--- src/rtl/stk_pkg.sv ---
package stk_pkg;

    localparam int DATA_W = 16;
    localparam int SW_W   = 8;
    localparam int PC_W   = 4;

    typedef enum logic [1:0] {
        ALU_ADD = 2'b00,
        ALU_INC = 2'b01,
        ALU_NOT = 2'b10,
        ALU_DBL = 2'b11
    } alu_op_e;

    typedef struct packed {
        logic    n_ld;
        logic    t_ld;
        logic    src_alu;
        alu_op_e op;
    } ctrl_t;

    localparam ctrl_t W_PUSH = '{n_ld: 1'b1, t_ld: 1'b1, src_alu: 1'b0, op: ALU_ADD};
    localparam ctrl_t W_ADD  = '{n_ld: 1'b0, t_ld: 1'b1, src_alu: 1'b1, op: ALU_ADD};
    localparam ctrl_t W_INC  = '{n_ld: 1'b0, t_ld: 1'b1, src_alu: 1'b1, op: ALU_INC};
    localparam ctrl_t W_NOT  = '{n_ld: 1'b0, t_ld: 1'b1, src_alu: 1'b1, op: ALU_NOT};
    localparam ctrl_t W_DBL  = '{n_ld: 1'b0, t_ld: 1'b1, src_alu: 1'b1, op: ALU_DBL};
    localparam ctrl_t W_DUP  = '{n_ld: 1'b1, t_ld: 1'b0, src_alu: 1'b0, op: ALU_ADD};
    localparam ctrl_t W_IDLE = '0;

    // Fixed program: x5 then x5 again.
    function automatic ctrl_t prog_word(input int unsigned addr);
        case (addr)
            0:       return W_PUSH;
            1:       return W_DUP;
            2:       return W_DBL;
            3:       return W_DBL;
            4:       return W_ADD;
            5:       return W_DUP;
            6:       return W_DBL;
            7:       return W_DBL;
            8:       return W_ADD;
            default: return W_IDLE;
        endcase
    endfunction

endpackage

--- src/rtl/stk_pc.sv ---
module stk_pc #(
    parameter int PW = stk_pkg::PC_W
) (
    input  logic          clk,
    input  logic          clr,
    input  logic          step_en,
    output logic [PW-1:0] pc_q
);

    always_ff @(posedge clk or posedge clr) begin
        if (clr)
            pc_q <= '0;
        else if (step_en)
            pc_q <= pc_q + PW'(1);
    end

    assert_pc_hold_R2: assert property (@(posedge clk) disable iff (clr)
        !step_en |=> $stable(pc_q));

    assert_pc_step_R9: assert property (@(posedge clk) disable iff (clr)
        step_en |=> (pc_q == PW'($past(pc_q) + PW'(1))));

endmodule

--- src/rtl/stk_rom.sv ---
module stk_rom #(
    parameter int PW = stk_pkg::PC_W
) (
    input  logic [PW-1:0]  addr,
    output stk_pkg::ctrl_t word
);

    localparam int DEPTH = 2 ** PW;

    stk_pkg::ctrl_t table_q [DEPTH];

    for (genvar i = 0; i < DEPTH; i++) begin : g_word
        assign table_q[i] = stk_pkg::prog_word(i);
    end

    assign word = table_q[addr];

endmodule

--- src/rtl/stk_datapath.sv ---
module stk_datapath #(
    parameter int DW  = stk_pkg::DATA_W,
    parameter int SWW = stk_pkg::SW_W
) (
    input  logic           clk,
    input  logic           clr,
    input  logic           step_en,
    input  stk_pkg::ctrl_t ctrl,
    input  logic [SWW-1:0] sw,
    output logic [DW-1:0]  t_q,
    output logic [DW-1:0]  n_q
);
    import stk_pkg::*;

    localparam int PADW = DW - SWW;

    logic [DW-1:0] alu_y;
    logic [DW-1:0] t_d;

    always_comb begin
        case (ctrl.op)
            ALU_ADD: alu_y = t_q + n_q;
            ALU_INC: alu_y = t_q + DW'(1);
            ALU_NOT: alu_y = ~t_q;
            default: alu_y = {t_q[DW-2:0], 1'b0};
        endcase
    end

    assign t_d = ctrl.src_alu ? alu_y : {{PADW{1'b0}}, sw};

    always_ff @(posedge clk or posedge clr) begin
        if (clr) begin
            t_q <= '0;
            n_q <= '0;
        end else if (step_en) begin
            if (ctrl.t_ld) t_q <= t_d;
            if (ctrl.n_ld) n_q <= t_q;
        end
    end

    assert_reg_hold_R2: assert property (@(posedge clk) disable iff (clr)
        !step_en |=> ($stable(t_q) && $stable(n_q)));

    assert_push_copy_R3: assert property (@(posedge clk) disable iff (clr)
        (step_en && ctrl.n_ld) |=> (n_q == $past(t_q)));

    assert_add_sum_R5: assert property (@(posedge clk) disable iff (clr)
        (step_en && ctrl == W_ADD) |=> (t_q == DW'($past(t_q) + $past(n_q))));

    assert_idle_word_R8: assert property (@(posedge clk) disable iff (clr)
        (step_en && ctrl == W_IDLE) |=> ($stable(t_q) && $stable(n_q)));

endmodule

--- src/rtl/stk_proc.sv ---
module stk_proc (
    input  logic        clk,
    input  logic        clr,
    input  logic        step_en,
    input  logic [7:0]  sw,
    output logic [15:0] t_out,
    output logic [15:0] n_out,
    output logic [3:0]  pc_out,
    output logic [4:0]  instr_out
);
    import stk_pkg::*;

    logic [PC_W-1:0] pc;
    ctrl_t           ctrl;

    stk_pc #(.PW(PC_W)) u_pc (
        .clk     (clk),
        .clr     (clr),
        .step_en (step_en),
        .pc_q    (pc)
    );

    stk_rom #(.PW(PC_W)) u_rom (
        .addr (pc),
        .word (ctrl)
    );

    stk_datapath #(.DW(DATA_W), .SWW(SW_W)) u_dp (
        .clk     (clk),
        .clr     (clr),
        .step_en (step_en),
        .ctrl    (ctrl),
        .sw      (sw),
        .t_q     (t_out),
        .n_q     (n_out)
    );

    assign pc_out    = pc;
    assign instr_out = ctrl;

endmodule

--- config.mk ---
export PLATFORM = sky130hd
export DESIGN_NAME = stk_proc
export DESIGN_NICKNAME = d
export VERILOG_FILES = /design/src/rtl/stk_pkg.sv /design/src/rtl/stk_pc.sv /design/src/rtl/stk_rom.sv /design/src/rtl/stk_datapath.sv /design/src/rtl/stk_proc.sv
export SDC_FILE = /design/constraint.sdc
export NUM_CORES = 1
export LEC_CHECK = 0
export ABC_AREA = 1
export BUFFER_PORTS_ARGS = -buffer_cell sky130_fd_sc_hd__buf_2
export CAP_MARGIN = 20
export CELL_PAD_IN_SITES_DETAIL_PLACEMENT = 1
export CELL_PAD_IN_SITES_GLOBAL_PLACEMENT = 1
export CORE_MARGIN = 4
export CORE_UTILIZATION = 39
export CTS_CLUSTER_SIZE = 40
export DETAILED_ROUTE_END_ITERATION = 10
export PLACE_DENSITY_LB_ADDON = 0.12
export RECOVER_POWER = 50
export SLEW_MARGIN = 15
export SYNTH_ARGS = -nofsm -noshare
export SYNTH_HDL_FRONTEND = slang
export SYNTH_HIERARCHICAL = 1
export SYNTH_SLANG_ARGS = --single-unit
--- constraint.sdc ---
create_clock -name clk -period 2.9 [get_ports clk]
set_input_delay 0.29 -clock clk [delete_from_list [all_inputs] [get_ports clk]]
set_output_delay 0.29 -clock clk [all_outputs]
set_load 0.05 [all_outputs]
==> results.toml, run 1 <==
[placed_design]
pre_cts_ws_ns = 0.313
port_buffers = 51
dpl.hpwl_um = 7050
globalplace.congestion = 0.847

[sta]
period_share_pct = 90.8
final.setup_skew_ns = 0.00886
grt_setup_unrepaired = "no"
fmax_mhz = 380
worst_slack_ns = 0.266
finalCriticalPeriod_ns = 2.63
drv_slew = 33
setup_viol = 0
maxSlewHeadroom_pct = -30.5
fin_setup_tns_ns = 0
hold_viol = 0
tightestPinTransition_ns = 1.96

[clocking]
cts-root-buf = "clkbuf_8"
clk_pin_slew_ns = 0.08
cts.hold.buffers_added = 1
cts_buffers = 5
cts_tree = "done"
cts_max_path_buffers = 2
cts_setup_buffers = 0
clkLatencyLatePin_ns = 0.29
cts-resized-gates = 0
cts_max_level = 2
cts_sinks = 36

[critical_path]
critPathMaxFanout = 14
crit_buf_inv = 4
critPathTopFamily = "simple AND/OR/NAND/NOR gates"
criticalPathCategory = "flop to flop"
crit_path_start_kind = "flop"
cp-end-kind = "flop"
slowest_delay_ns = 0.43
worstPathRequired_ns = 3.08
path_cells = "inv_4, nor2_4, nand2_2, inv_2, or2_4, ha_4, inv_2, fa_2, inv_1, nand2_1, nand3_1, nand2_1, nand2_1, nand2_1, nand3_1, nand2_1, nand2_1, nand2_1"
crit_path_frequent_cell = "nand2_1"
crit_arrival_ns = 2.81
cpMaxStageDelayCell = "dfrtp_2"

[route]
viasPerCell = 5.05
vias = 3007
ant_nets = 0
dr.pass1.iters = 6
drt_iter0_drc = 96
drcViolationCount = 0
drt_wl_total_um = 9360
wl_per_cell_um = 15.7

[layout]
antenna_cells = 0
layout-drive-gt1-share_pct = 14.4
fin_nets = 526
areaGrowthSynthToFinish_pct = 17.5

[grt]
grt_pass1_wl_um = 15600
grt_max_degree = 33
track_usage_pct = 22.6
grt_pass1_vias = 3131
grt-ovfl-total = 0
antenna_found_initial = 0

[synth]
synth_area_leaders = "dfrtp_1 (32%), nand2_1 (18%), inv_1 (12%), ha_1 (7.1%), o21ai_0 (6.4%)"
syn-mean-instance-area_um2 = 6.41
synth_edf_count = 0
synthFlopType = "dfrtp_1"
synth_common_cells = "nand2_1 (137), inv_1 (90), dfrtp_1 (36), o21ai_0 (36), nor2_1 (35)"
synth_top_area_share_pct = 31.8
synth_top_area_cell = "dfrtp_1"
yosys.cell_types.count = 33
synthesis.nets = 470
synth.most_common_cell = "nand2_1"
ys_seq_elements = 36
synth.yosys.seq_area_share_pct = 31.8
yosysWarnings = 6
synth.cell_area_um2 = 2830
async_reset_ff_share_pct = 100
synthCells = 442

[worst_hold_path]
hp-class = "input port to flop"

[run]
drv_cap = 1

[floorplan]
die_w_um = 93.2
die_area_um2 = 8690
rows = 30
initial_utilization_pct = 41.0
die_h_um = 93.2
pin_count = 52
coreArea_um2 = 6910

[status]
status = "finished with violations"
violations = "max-capacitance violations, max-slew violations"
cells in the final DEF, fill, tap and decap left out, drive strengths merged:
master	Yosys	routed
nand2	141	141
inv	93	93
buf	5	41
o21ai	39	39
nor2	37	37
dfrtp	36	36
clkbuf	5	25
nand3	21	21
a21oi	18	18
ha	16	16
o22ai	9	9
nor3	5	5
xor2	4	4
o211ai	3	3
a221oi	3	3
dlygate4sd3	0	1
o221ai	1	1
and2	1	1
a21o	1	1
nand3b	1	1
nand4	1	1
or2	1	1
fa	1	1
worst register-to-register path: cells and delay by family, from the launching register on:
kind	cells	cell delay [ns]
buf+inv	4	0.45
simple gates	12	1.15
flops	1	0.43
fa+ha+maj	2	0.50
registers in the layout, summed over array words and instances (netlist names):
register	count
u_dp/t_q	16
u_dp/n_q	16
u_pc/pc_q	4
per-layer routing:
layer / wire length (um) / GRT usage (%)
met3: 212 / 3.46
met4: 29 / 3.17
met1: 4490 / 29.8
met2: 4620 / 39.7
met5: 0 / 0
through the flow:
| step | instance area [um2] | hold WS, ns | instances | utilization, % |
|---|---|---|---|---|
| 3_3_place_gp | 3250 | 0.189 | 586 | 47.1 |
| 2_1_floorplan | 2890 | 0.0559 | 442 | - |
| 6_report | 3330 | 0.248 | 595 | 48.2 |
| 4_1_cts | 3350 | 0.246 | 595 | 48.6 |
| 5_1_grt | 3330 | 0.263 | 595 | 48.2 |
| 3_5_place_dp | 3250 | 0.195 | 586 | 47.1 |
final timing paths:
kind                         startpoint           end  slack, ns  cells past startpoint
setup / recovery           u_pc/pc_q[1]  u_dp/t_q[14]       0.27                     18
hold / removal                    sw[4]   u_dp/t_q[4]       0.25                      3
setup reg to reg           u_pc/pc_q[1]  u_dp/t_q[14]       0.27                     18
hold reg to reg             u_dp/n_q[4]   u_dp/n_q[4]       0.52                      2
max in group asynchronous           clr  u_dp/n_q[11]       0.52                      4
min in group asynchronous           clr  u_pc/pc_q[2]       0.43                      3
logic make-up after synthesis:
| logic type | Yosys count | synth area share, % |
|---|---|---|
| flip-flops | 36 | 31.8 |
| XOR/XNOR | 4 | 1.24 |
| AO/OA/AOI/OAI | 74 | 14.9 |
| buffers and inverters | 103 | 14.1 |
| adder cells (fa/ha/maj) | 17 | 7.77 |
| AND/OR/NAND/NOR | 208 | 30.2 |
cell type report:
class | instances | area (um2)
clock buffer | 8 | 90.1
fill | 981 | 3580
timing repair buffer | 59 | 294
tap | 96 | 120
sequential | 36 | 903
multi-input combinational | 303 | 1570
inverter | 93 | 354
Power of run 1 is not shown: default switching activity piles up to over one toggle a cycle in this logic, so the estimate is an artifact.
==> run 2, diff against run 1 <==
--- a/config.mk
+++ b/config.mk
@@ -15,7 +15,6 @@
 export CTS_CLUSTER_SIZE = 40
 export DETAILED_ROUTE_END_ITERATION = 10
 export PLACE_DENSITY_LB_ADDON = 0.12
-export RECOVER_POWER = 50
 export SLEW_MARGIN = 15
 export SYNTH_ARGS = -nofsm -noshare
 export SYNTH_HDL_FRONTEND = slang
==> constraint.sdc (replaced) <==
create_clock -name clk -period 2.98 [get_ports clk]
set_input_delay 0.298 -clock clk [delete_from_list [all_inputs] [get_ports clk]]
set_output_delay 0.298 -clock clk [all_outputs]
set_load 0.05 [all_outputs]
==> run 2 against run 1 <==
  * The run now ends clean
  * Global-route usage is 0.29 points higher
  * Sequential share of layout area is 0.15 points lower
  * Cell area is 0.56% higher
  * Core utilization is 0.27 points higher
  * Count of clock-buffer cells in the layout is 2 lower
  * Register-to-register slack better by 0.19 ns
  * First-iteration DRC count is 27% higher
  * Final cell count is 0.17% higher
  * Clock skew is 0.0049 ns lower
  * Fmax is 4.2% higher
  * Via count is 1.4% lower
==> results.toml, run 2 (synthesis gave the netlist of run 1 again) <==
[worst_hold_path]
hp-class = "input port to flop"
worstHoldEndpoint = "u_dp/t_q[3]"
hold_start = "sw[3]"
worstHoldPathCells = 3

[sta]
drv_slew = 0
period_share_pct = 84.8
fmax_mhz = 396
tightestPinTransition_ns = 0.595
hold_viol = 0
final.setup_skew_ns = 0.00400
finalCriticalPeriod_ns = 2.53
fin_setup_tns_ns = 0
maxSlewHeadroom_pct = 60.2
setup_viol = 0
grt_setup_unrepaired = "no"

[route]
drcViolationCount = 0
wl_per_cell_um = 15.6
vias = 2964
drt_iter0_drc = 122
drt_wl_total_um = 9290
viasPerCell = 4.97
dr.pass1.iters = 4
ant_nets = 0

[clocking]
cts_tree = "done"
cts_setup_buffers = 0
cts-root-buf = "clkbuf_8"
cts_buffers = 5
cts_max_level = 2
clkLatencyLatePin_ns = 0.29
cts_max_path_buffers = 2
clk_pin_slew_ns = 0.08
cts_sinks = 36

[critical_path]
criticalPathCategory = "flop to flop"
cpMaxStageDelayCell = "dfrtp_2"
crit_buf_inv = 6
path_cells = "inv_4, nor2_4, inv_4, nand2_2, inv_1, buf_4, nor2_1, ha_1, nand2_1, inv_1, nand2_1, nand3_1, a21oi_1, o21ai_0, nand2_1, inv_1, o21ai_0"
crit_path_start = "u_pc/pc_q[1]"
crit_arrival_ns = 2.74
r2r_cells = 17
worstReg2RegStart = "u_pc/pc_q[1]"
slowest_delay_ns = 0.43
critPathTopFamily = "simple AND/OR/NAND/NOR gates"
cp-end-kind = "flop"
crit_path_start_kind = "flop"
reg2reg_setup_slack_ns = 0.45
r2r-end = "u_dp/t_q[6]"
worstPathRequired_ns = 3.19
critPathMaxFanout = 7

[layout]
layout-drive-gt1-share_pct = 17.8
antenna_cells = 0
reg_top3 = "u_dp/n_q (16), u_dp/t_q (16), u_pc/pc_q (4)"
areaGrowthSynthToFinish_pct = 18.2
layout_common_cells = "nand2_1 (136), inv_1 (90), buf_2 (51)"
final_common_cell = "nand2_1"
fin_nets = 527

[grt]
grt-ovfl-total = 0
track_usage_pct = 22.9
grt_max_degree = 33
antenna_found_initial = 0
grt_pass1_vias = 3165
grt_pass1_wl_um = 15700

[placed_design]
globalplace.congestion = 0.853
dpl.hpwl_um = 6980
port_buffers = 51

[floorplan]
coreArea_um2 = 6910
die_h_um = 93.2
initial_utilization_pct = 41.0
pin_count = 52
die_area_um2 = 8690
die_w_um = 93.2
rows = 30

[status]
status = "completed"

[run]
drv_cap = 0
-- run 2: cell count changes in the layout (fill, tap and decap cells not counted) --
cell / before / now
clkbuf_1: 19 / 0
buf_2: 35 / 51
buf_4: 6 / 8
clkinv_2: 0 / 2
inv_1: 88 / 90
inv_2: 3 / 1
ha_1: 15 / 16
ha_4: 1 / 0
or2_2: 0 / 1
or2_4: 1 / 0
-- run 2: how the worst max path moves through the flow --
stage | endpoint | depth (start not counted)
after floorplan | u_dp/t_q[8] | 18
after global placement | u_dp/t_q[8] | 17
after detailed placement | u_dp/t_q[13] | 18
after CTS | u_dp/t_q[6] | 17
after global routing | u_dp/t_q[13] | 18
final | u_dp/t_q[6] | 17
-- run 2: per-layer routing --
layer	routed length [um]	vias up	global-route usage, %
li1	-	1479	-
met4	129	0	6.35
met3	297	13	2.74
met2	4330	55	38.9
met5	0	-	0
met1	4530	1417	30.5
-- run 2: cell type report --
type,count,area [um2]
fillers,1003,3560
multi-input cells,303,1550
flip-flops and latches,36,903
inverters,93,354
repair buffers,60,325
well taps,96,120
clock buffers,6,82.6
clock inverters,2,10.0
-- run 2: timing repair --
item | 4_1_cts | 5_1_grt
hold buffers | 1 | 0
resized for setup | 0 | 0
endpoints found under the hold margin | 4 | 0
-- run 2: stage by stage --
stage | util (%) | area, um2 | hold WS (ns) | setup WS, ns | std cells
after detailed placement | 47.0 | 3250 | 0.216 | 0.517 | 587
after global routing | 48.5 | 3350 | 0.270 | 0.235 | 596
final | 48.5 | 3350 | 0.251 | 0.452 | 596
after global placement | 47.0 | 3250 | 0.199 | 0.603 | 587
after CTS | 48.5 | 3350 | 0.246 | 0.461 | 596
after floorplan | - | 2870 | 0.0639 | 0.00500 | 442
-- run 2: worst register-to-register path, stage by stage (launching register included) --
cell     delay [ns]
dfrtp_2        0.43
inv_4          0.07
nor2_4         0.15
inv_4          0.04
nand2_2        0.07
inv_1          0.06
buf_4          0.17
nor2_1         0.14
ha_1           0.30
nand2_1        0.14
inv_1          0.06
nand2_1        0.08
nand3_1        0.19
a21oi_1        0.17
o21ai_0        0.09
nand2_1        0.07
inv_1          0.05
o21ai_0        0.17
Power of run 2 is left out for the same reason.
==> run 3, diff against run 2 <==
--- a/config.mk
+++ b/config.mk
@@ -11,7 +11,7 @@
 export CELL_PAD_IN_SITES_DETAIL_PLACEMENT = 1
 export CELL_PAD_IN_SITES_GLOBAL_PLACEMENT = 1
 export CORE_MARGIN = 4
-export CORE_UTILIZATION = 39
+export CORE_UTILIZATION = 35
 export CTS_CLUSTER_SIZE = 40
 export DETAILED_ROUTE_END_ITERATION = 10
 export PLACE_DENSITY_LB_ADDON = 0.12
==> constraint.sdc (replaced) <==
create_clock -name clk -period 2.15 [get_ports clk]
set_input_delay 0.215 -clock clk [delete_from_list [all_inputs] [get_ports clk]]
set_output_delay 0.215 -clock clk [all_outputs]
set_load 0.05 [all_outputs]
==> run 3 against run 2 <==
  * The run now ends with negative setup slack left
  * Via count up 6.7%
  * Sequential cell count unchanged
  * Count of clock-buffer cells in the layout rose by 2
  * Worst hold slack got worse by 0.069 ns
  * Wire length is 14% higher
  * Core utilization grew 2.9 points
  * Final cell count increased by 7.2%
  * Critical path depth unchanged
  * Cell area is 20% higher
  * Worst setup slack worse by 0.60 ns
  * Largest cell class unchanged
  * Highest routed layer unchanged
==> results.toml, run 3 (synthesis gave the netlist of run 1 again) <==
[worst_hold_path]
hp-class = "input port to flop"
hold_start = "sw[3]"
worstHoldPathCells = 3

[sta]
finalHoldWorstSlack_ns = 0.182
maxSlewHeadroom_pct = 66.2
tightestPinTransition_ns = 0.506
hold_viol = 0
period_share_pct = 107
grt_setup_unrepaired = "yes"
setup_viol = 13
drv_slew = 0
fmax_mhz = 436
final.setup_skew_ns = 0.0109
finalCriticalPeriod_ns = 2.29
worst_slack_ns = -0.145

[grt]
antenna_found_initial = 0
track_usage_pct = 22.3
grt_pass1_vias = 3327
grt_pass1_wl_um = 17200
grt-ovfl-total = 0
grt_max_degree = 33

[floorplan]
pin_count = 52
rows = 32
coreArea_um2 = 7810
die_h_um = 98.0
die_area_um2 = 9600
die_w_um = 98.0
initial_utilization_pct = 36.3

[layout]
antenna_cells = 0
layout_common_cells = "nand2_1 (116), inv_1 (83), buf_2 (51)"
fill_cells = 1031
fin_nets = 564
areaGrowthSynthToFinish_pct = 41.6
final_util_pct = 51.4
final_common_cell = "nand2_1"
fin_cells = 639
layout-drive-gt1-share_pct = 35.6
reg_top3 = "u_dp/n_q (16), u_dp/t_q (16), u_pc/pc_q (4)"

[placed_design]
port_buffers = 51
globalplace.congestion = 0.855
place_inst = 620
dpl.hpwl_um = 7720

[critical_path]
r2r-end = "u_dp/t_q[5]"
endpoint = "u_dp/t_q[5]"
crit_path_start = "u_pc/pc_q[1]"
critPathMaxFanout = 3
crit_arrival_ns = 2.47
reg2reg_setup_slack_ns = -0.14
worstReg2RegStart = "u_pc/pc_q[1]"
criticalPathCategory = "flop to flop"
crit_path_start_kind = "flop"
worstPathRequired_ns = 2.33
cp-end-kind = "flop"
r2r_cells = 17

[clocking]
clkLatencyLatePin_ns = 0.29
cts_sinks = 36
cts_tree = "done"
clk_pin_slew_ns = 0.08
cts_max_path_buffers = 2
cts-root-buf = "clkbuf_8"
cts_buffers = 5
cts_max_level = 2

[run]
drv_cap = 0

[status]
violations = "negative setup slack"
status = "finished with violations"

[route]
ant_nets = 0
drt_iter0_drc = 127
viasPerCell = 4.95
vias = 3163
drt_wl_total_um = 10600
dr.pass1.iters = 4
wl_per_cell_um = 16.5
drcViolationCount = 0
-- run 3: critical path, stage by stage, from the launching register on --
cell and delay (ns):
dfrtp_2 0.39, inv_4 0.04, nor2_4 0.20, nand2_4 0.10, buf_4 0.16, nand2_2 0.06
inv_1 0.04, ha_1 0.27, nand2_1 0.09, nand2_2 0.10, nand3_2 0.12, nand2_4 0.07
buf_4 0.14, buf_4 0.12, o21ai_2 0.11, nand2_1 0.06, inv_1 0.05, o21ai_1 0.05
-- run 3: what timing repair did --
item / 4_1_cts / 5_1_grt
setup buffers: 7 / 3
cloned: 0 / 0
gates resized for setup: 55 / 18
hold buffers: 1 / 0
hold endpoints to repair: 4 / 0
pin swaps: 38 / 10
setup endpoints to repair: 15 / 15
-- run 3: per-stage QoR --
step | area [um2] | setup slack (ns) | setup TNS, ns
finish | 4010 | -0.145 | -1.26
global route | 4010 | -0.294 | -3.41
CTS | 3890 | -0.134 | -0.929
detailed placement | 3530 | -0.265 | -2.15
global placement | 3530 | -0.208 | -1.12
floorplan | 2930 | -0.691 | -8.54
-- run 3: worst min path at each step --
stage | slack (ns) | endpoint
after floorplan | -0.02 | u_pc/pc_q[0]
after global placement | 0.12 | u_pc/pc_q[0]
after detailed placement | 0.12 | u_pc/pc_q[2]
after CTS | 0.17 | u_dp/t_q[3]
after global routing | 0.18 | u_dp/t_q[0]
final | 0.18 | u_dp/t_q[3]
-- run 3: per-layer routing --
metal  vias up  global-route usage (%)  routed length (um)
met5         -                       0                   0
li1       1563                       -                   -
met1      1544                    31.9                5170
met2        50                    36.0                4950
met4         0                    4.69                  79
met3         6                    3.21                 362
-- run 3: area by class of cell --
type / instances / area [um2] / share of cell area [%]
Clock buffer: 8 / 90.1 / 2.25
Timing Repair Buffer: 97 / 628 / 15.7
Sequential cell: 36 / 903 / 22.5
Multi-Input combinational cell: 303 / 1890 / 47.2
Inverter: 93 / 367 / 9.14
Tap cell: 102 / 128 / 3.18
Power of run 3 is left out for the same reason.
